File: src/rtl/cfg_dec_pkg.sv
package cfg_dec_pkg;
  localparam int IDX_W = 10;
  localparam logic [3:0] CMD_CFG_RD = 4'b1010;
  localparam logic [3:0] CMD_CFG_WR = 4'b1011;

  typedef struct packed {
    logic             wrEn;
    logic             rdEn;
    logic [3:0]       byteEn;
    logic [IDX_W-1:0] index;
  } cfg_strb_t;
endpackage

File: src/rtl/cfg_dec_ctrl.sv
module cfg_dec_ctrl
  import cfg_dec_pkg::*;
#(
  parameter int NUM_REGS = 64
) (
  input  logic        clk,
  input  logic        rstN,
  input  logic        mode2,
  input  logic        idsel,
  input  logic        addrValid,
  input  logic        dataValid,
  input  logic [31:0] adBus,
  input  logic [3:0]  cbeN,
  input  logic        multiFunc,
  output cfg_strb_t   strb,
  output logic        devsel
);
  localparam logic [IDX_W:0] LIMIT = (IDX_W+1)'(NUM_REGS);

  logic             busy;
  logic             wrQ;
  logic [IDX_W-1:0] idxQ;
  logic [2:0]       fnNum;
  logic             isCfgCmd;
  logic             fnOk;
  logic             claim;
  logic [IDX_W-1:0] idxNext;

  assign fnNum    = adBus[10:8];
  assign isCfgCmd = (cbeN == CMD_CFG_RD) || (cbeN == CMD_CFG_WR);
  assign fnOk     = (fnNum == 3'd0) || ((fnNum == 3'd1) && multiFunc);
  assign claim    = addrValid && !busy && idsel && isCfgCmd &&
                    (adBus[1:0] == 2'b00) && fnOk;
  assign idxNext  = mode2 ? {adBus[27:24], adBus[7:2]} : {4'b0000, adBus[7:2]};

  always_ff @(posedge clk or negedge rstN) begin
    if (!rstN) begin
      busy <= 1'b0;
      wrQ  <= 1'b0;
      idxQ <= '0;
    end else if (claim) begin
      busy <= 1'b1;
      wrQ  <= cbeN[0];
      idxQ <= idxNext;
    end else if (busy && dataValid) begin
      busy <= 1'b0;
    end
  end

  always_comb begin
    strb.wrEn   = busy && dataValid && wrQ && ({1'b0, idxQ} < LIMIT);
    strb.rdEn   = busy && !wrQ;
    strb.byteEn = ~cbeN;
    strb.index  = idxQ;
  end

  assign devsel = busy;

  assert_misaligned_ignored_R2: assert property (@(posedge clk) disable iff (!rstN)
    (addrValid && !busy && (adBus[1:0] != 2'b00)) |=> !devsel);
  assert_cmd_filter_R3: assert property (@(posedge clk) disable iff (!rstN)
    (addrValid && !busy && (cbeN != CMD_CFG_RD) && (cbeN != CMD_CFG_WR)) |=> !devsel);
  assert_func_filter_R4: assert property (@(posedge clk) disable iff (!rstN)
    (addrValid && !busy && ((fnNum > 3'd1) || ((fnNum == 3'd1) && !multiFunc))) |=> !devsel);
  assert_devsel_release_R11: assert property (@(posedge clk) disable iff (!rstN)
    (devsel && dataValid) |=> !devsel);
  assert_no_select_R1: assert property (@(posedge clk) disable iff (!rstN)
    (!devsel && !idsel) |=> !devsel);
endmodule

File: src/rtl/cfg_dec_regs.sv
module cfg_dec_regs
  import cfg_dec_pkg::*;
#(
  parameter int NUM_REGS = 64
) (
  input  logic        clk,
  input  logic        rstN,
  input  cfg_strb_t   strb,
  input  logic [31:0] wrData,
  output logic [31:0] rdData,
  output logic        multiFunc
);
  localparam int AW = $clog2(NUM_REGS);
  localparam logic [IDX_W:0] LIMIT = (IDX_W+1)'(NUM_REGS);
  localparam int HDR_DW   = 3;
  localparam int HDR_LANE = 2;
  localparam int HDR_BIT  = 7;

  logic          inRange;
  logic [AW-1:0] addr;

  assign inRange = {1'b0, strb.index} < LIMIT;
  assign addr    = strb.index[AW-1:0];

  for (genvar ln = 0; ln < 4; ln++) begin : gLane
    logic [7:0] mem [NUM_REGS];

    always_ff @(posedge clk or negedge rstN) begin
      if (!rstN) begin
        for (int i = 0; i < NUM_REGS; i++) mem[i] <= 8'h00;
      end else if (strb.wrEn && strb.byteEn[ln]) begin
        mem[addr] <= wrData[ln*8 +: 8];
      end
    end

    assign rdData[ln*8 +: 8] = (strb.rdEn && inRange && strb.byteEn[ln]) ? mem[addr] : 8'h00;

    if (ln == HDR_LANE) begin : gHdr
      assign multiFunc = mem[HDR_DW][HDR_BIT];
    end
  end

  assert_write_in_range_R9: assert property (@(posedge clk) disable iff (!rstN)
    strb.wrEn |-> inRange);
  assert_high_space_zero_R8: assert property (@(posedge clk) disable iff (!rstN)
    (strb.rdEn && !inRange) |-> (rdData == 32'h0));
  assert_lane_mask_R7: assert property (@(posedge clk) disable iff (!rstN)
    (rdData & ~{{8{strb.byteEn[3]}}, {8{strb.byteEn[2]}},
                {8{strb.byteEn[1]}}, {8{strb.byteEn[0]}}}) == 32'h0);
  assert_idle_read_zero_R7: assert property (@(posedge clk) disable iff (!rstN)
    !strb.rdEn |-> (rdData == 32'h0));
endmodule

File: src/rtl/cfg_cycle_decoder.sv
module cfg_cycle_decoder
  import cfg_dec_pkg::*;
#(
  parameter int NUM_REGS = 64
) (
  input  logic        clk,
  input  logic        rstN,
  input  logic        mode2,
  input  logic        idsel,
  input  logic        addrValid,
  input  logic        dataValid,
  input  logic [31:0] adBus,
  input  logic [3:0]  cbeN,
  input  logic [31:0] wrData,
  output logic        devsel,
  output logic [31:0] rdData
);
  cfg_strb_t strb;
  logic      multiFunc;

  cfg_dec_ctrl #(.NUM_REGS(NUM_REGS)) uCtrl (
    .clk(clk), .rstN(rstN), .mode2(mode2), .idsel(idsel),
    .addrValid(addrValid), .dataValid(dataValid), .adBus(adBus),
    .cbeN(cbeN), .multiFunc(multiFunc), .strb(strb), .devsel(devsel)
  );

  cfg_dec_regs #(.NUM_REGS(NUM_REGS)) uRegs (
    .clk(clk), .rstN(rstN), .strb(strb), .wrData(wrData),
    .rdData(rdData), .multiFunc(multiFunc)
  );
endmodule

File: config.mk
export PLATFORM = sky130hd
export DESIGN_NAME = cfg_cycle_decoder
export DESIGN_NICKNAME = d
export VERILOG_FILES = /design/src/rtl/cfg_dec_pkg.sv /design/src/rtl/cfg_dec_ctrl.sv /design/src/rtl/cfg_dec_regs.sv /design/src/rtl/cfg_cycle_decoder.sv
export SDC_FILE = /design/constraint.sdc
export NUM_CORES = 2
export LEC_CHECK = 0
export ABC_AREA = 1
export BUFFER_PORTS_ARGS = -buffer_cell sky130_fd_sc_hd__buf_2
export CORE_MARGIN = 2
export CORE_UTILIZATION = 53
export CTS_CLUSTER_DIAMETER = 80
export DETAILED_ROUTE_END_ITERATION = 7
export PLACE_DENSITY = 0.69
export SLEW_MARGIN = 20
export SYNTH_ARGS = -nofsm -noshare
export SYNTH_HDL_FRONTEND = slang
export SYNTH_HIERARCHICAL = 1
export SYNTH_SLANG_ARGS = --single-unit
File: constraint.sdc
create_clock -name clk -period 3.69 [get_ports clk]
set_clock_uncertainty 0.05 [all_clocks]
set_input_delay 0.738 -clock clk [delete_from_list [all_inputs] [get_ports clk]]
set_output_delay 0.738 -clock clk [all_outputs]
set_load 0.05 [all_outputs]
==> flow_metrics.tcl <==
set metrics [dict create \
    status "finished, violations left" \
    violations "design-rule violations, negative setup slack" \
    firstDrtPassIters 8 \
    cts_max_path_buffers 3 \
    synthTopCellsByArea "dfrtp_1 53%, nand2_1 31%, o21ai_0 7.2%" \
    rsz0062_at_grt "true" \
    final.fill_count 15900 \
    critical_path.top_delay_family "buffers and inverters" \
    drive_gt1_share_pct 10.3 \
    ant_nets 0 \
    multi_input_area_sq_um 42700 \
    combPwrFrac_pct 4.2 \
    num_rows 157 \
    synth_compound_area_share_pct 10.8 \
    p_switching_mw 10.8 \
    crit_path_max_incr_delay_ns 0.52 \
    final-seq-area_sq_um 51600 \
    gr-total-overflow 0 \
    place_inst 15400 \
    worst-path-buf-inv 6 \
    fmax_ghz 0.242 \
    final_common_cell "nand2_1" \
    hold_path_depth 3 \
    hold_viol 0 \
    final_cells 15900 \
    drc 2 \
    syn_nets 13400 \
    synth-seq-cells 2060 \
    pwr-share-clk_pct 47.5 \
    setup_slack_ns -0.436 \
    cp.required_ns 2.90 \
    slowest_stage "dfrtp_4" \
    grt_max_degree 130 \
    wire_per_inst_um 20.5 \
    place_congestion 0.910 \
    slew_viol_final 0 \
    syn_inst 13300 \
    grtUsageTotal_pct 34.2 \
    cts_sinks 2060 \
    path_class "flip-flop to output pin" \
    yosys_warnings 6 \
    r2r-start "uCtrl/idxQ[3]$_DFFE_PN0P_" \
    syn-cell-area_sq_um 97200 \
    portBuffers 89 \
    holdWs_ns 0.111 \
    p_leak_nw 57.7 \
    viasPerCell 5.65 \
    finalCriticalPeriod_ns 4.13 \
    fin_nets 13400 \
    synth-xor-area-share_pct 0 \
    cp_common_cell "nand2_1" \
    cts.clk_slew.worst_paths_ns 0.06 \
    synthAdderAreaFrac_pct 0 \
    synthDistinctLibCells 25 \
    place_hpwl_um 195000 \
    crit_fanout 7 \
    pre_cts_ws_ns -0.00710 \
    vdd_drop_max_v 0.000408 \
    tritoncts "done" \
    synth_top_area_share_pct 53.0 \
    finalCritPeriodShare_pct 112 \
    vias 89800 \
    layout_common_cells "7826 x nand2_1, 2057 x dfrtp_1, 1393 x o21ai_0" \
    grt_pass1_vias 83900 \
    hold_end "uCtrl/wrQ$_DFFE_PN0P_" \
    die-area_sq_um 187000 \
    start_util_pct 53.2 \
    cts_root_buf "clkbuf_16" \
    crit_chain "buf_12 > clkinv_16 > buf_16 > buf_12 > clkbuf_16 > nand2_1 > nand2_1 > nand2_1 > nand2_2 > nand2_1 > nand2_1 > nand2_1 > nand2_2 > nor2_4 > a21oi_4 > buf_12" \
    grt_antenna_before_repair 14 \
    avgSynthCellArea_sq_um 7.29 \
    die_y_um 432 \
    critPathArrivalTime_ns 3.34 \
    relSlewSlack_pct 32.6 \
    final_area_sq_um 113000 \
    rrSetupSlack_ns -0.01 \
    synth_top_cell_by_area "dfrtp_1" \
    synth_top_family_by_area "simple AND/OR/NAND/NOR gates" \
    synthSimpleGateAreaFrac_pct 32.3 \
    core_area_sq_um 183000 \
    power_density_nw_per_um2 413 \
    holdCritStartpoint "cbeN[0]" \
    cp-end-kind "output pin" \
    clk-insertion-delay-late_ns 0.86 \
    drtIter0Drc 10100 \
    intPower_mw 36.1 \
    switching_share_pct 23.0 \
    muxShareOfSynthArea_pct 0 \
    setup_viol 33 \
    pin_count 107 \
    htreeDepth 4 \
    synth_seq_area_share_pct 53.0 \
    dpl-instance-area_sq_um 102000 \
    worstMarginPinSlew_ns 1.01 \
    drt_wl_total_um 325000 \
    cts_buffers 214 \
    r2r_cells 7 \
    startpoint_type "flip-flop" \
    hp-class "input pin to flip-flop" \
    die_w_um 432 \
    tns_ns -11.47 \
    r2r-end "uRegs/gLane[2].mem[419]$_DFFE_PN0P_" \
    synthToLayoutAreaGrowth_pct 16.5 \
    pwr-share-seq_pct 48.3 \
    max_cap_violations 0 \
    grt_pass1_wl_um 494000 \
]
per-stage QoR:
stage,power [mW],util [%]
3_3_place_gp,24.7,55.9
4_1_cts,47.0,61.2
6_report,46.8,62.0
3_5_place_dp,24.7,55.9
5_1_grt,48.1,62.0
2_1_floorplan,23.6,-
worst max-delay path by stage:
stage | start | endpoint | slack (ns) | cells past startpoint
after floorplan | uCtrl/idxQ[0]$_DFFE_PN0P_ | rdData[14] | 0.49 | 14
after global placement | uCtrl/idxQ[0]$_DFFE_PN0P_ | rdData[16] | 0.04 | 15
after detailed placement | uCtrl/idxQ[0]$_DFFE_PN0P_ | rdData[16] | -0.007 | 15
after CTS | uCtrl/idxQ[0]$_DFFE_PN0P_ | rdData[14] | -0.45 | 12
after global routing | uCtrl/idxQ[0]$_DFFE_PN0P_ | rdData[21] | -0.52 | 16
final | uCtrl/idxQ[0]$_DFFE_PN0P_ | rdData[21] | -0.44 | 16
cell families (layout without fill, tap and decap cells):
| group | Yosys count | after routing |
|---|---|---|
| AOI/OAI and AO/OA | 2098 | 2098 |
| buffers and inverters | 968 | 1108 |
| DFF | 2060 | 2060 |
| other | 0 | 19 |
| and+or+nand+nor | 8221 | 8221 |
cells in the mapped netlist, drive strengths merged:
cell type  count
nand2       8037
or2            4
inv           43
clkbuf       722
clkinv        32
o21ai       2058
dfrtp       2060
o211ai         8
nand3         20
a21oi         32
nor2         150
nor4           1
nor3           9
buf          171
routing by layer:
metal	global-route usage (%)	vias to the layer above	share of wire [%]
met3	6.83	830	9.7
li1	-	41700	-
met5	0	-	0.0071
met4	17.5	4	5.4
met1	46.6	43000	41
met2	52.1	4267	44
power groups by stage:
stage | Combinational, mW | Clock, mW | Sequential (mW)
after floorplan | 0.561 | 0 | 23.0
after global placement | 1.68 | 0 | 23.0
after detailed placement | 1.69 | 0 | 23.0
after CTS | 1.87 | 22.5 | 22.6
after global routing | 2.07 | 23.4 | 22.6
final | 1.96 | 22.3 | 22.6
worst reg2reg max path: stages (launching register included):
cell and delay [ns]:
dfrtp_1 0.65, inv_2 0.19, nor3_4 0.33, buf_12 0.32, inv_2 0.20, nor2_2 0.71
nand2_1 0.72, o21ai_0 0.43
final cells by class:
class | instances | area share [%]
inverters | 75 | 0.293
repair inverters | 3 | 0.0486
repair buffers | 644 | 7.39
clock inverters | 66 | 0.824
well taps | 2385 | 2.63
multi-input cells | 10300 | 37.7
clock buffers | 320 | 5.57
diodes | 19 | 0.0419
flip-flops and latches | 2060 | 45.5
flip-flops by register name (all words and copies together), names as in the netlist:
register / flops
uCtrl/devsel: 1
uRegs/multiFunc: 1
uRegs/gLane.mem: 2047
uCtrl/idxQ: 10
uCtrl/wrQ: 1
what timing repair did:
item                                   4_1_cts  5_1_grt
setup buffers                               41       19
pin swaps                                   40       93
hold buffers                                 2        0
setup endpoints to repair                   32       32
resized for setup                          248      166
endpoints found under the hold margin       36        0
cloned                                      41       35
(Power assumes the default switching activity.)
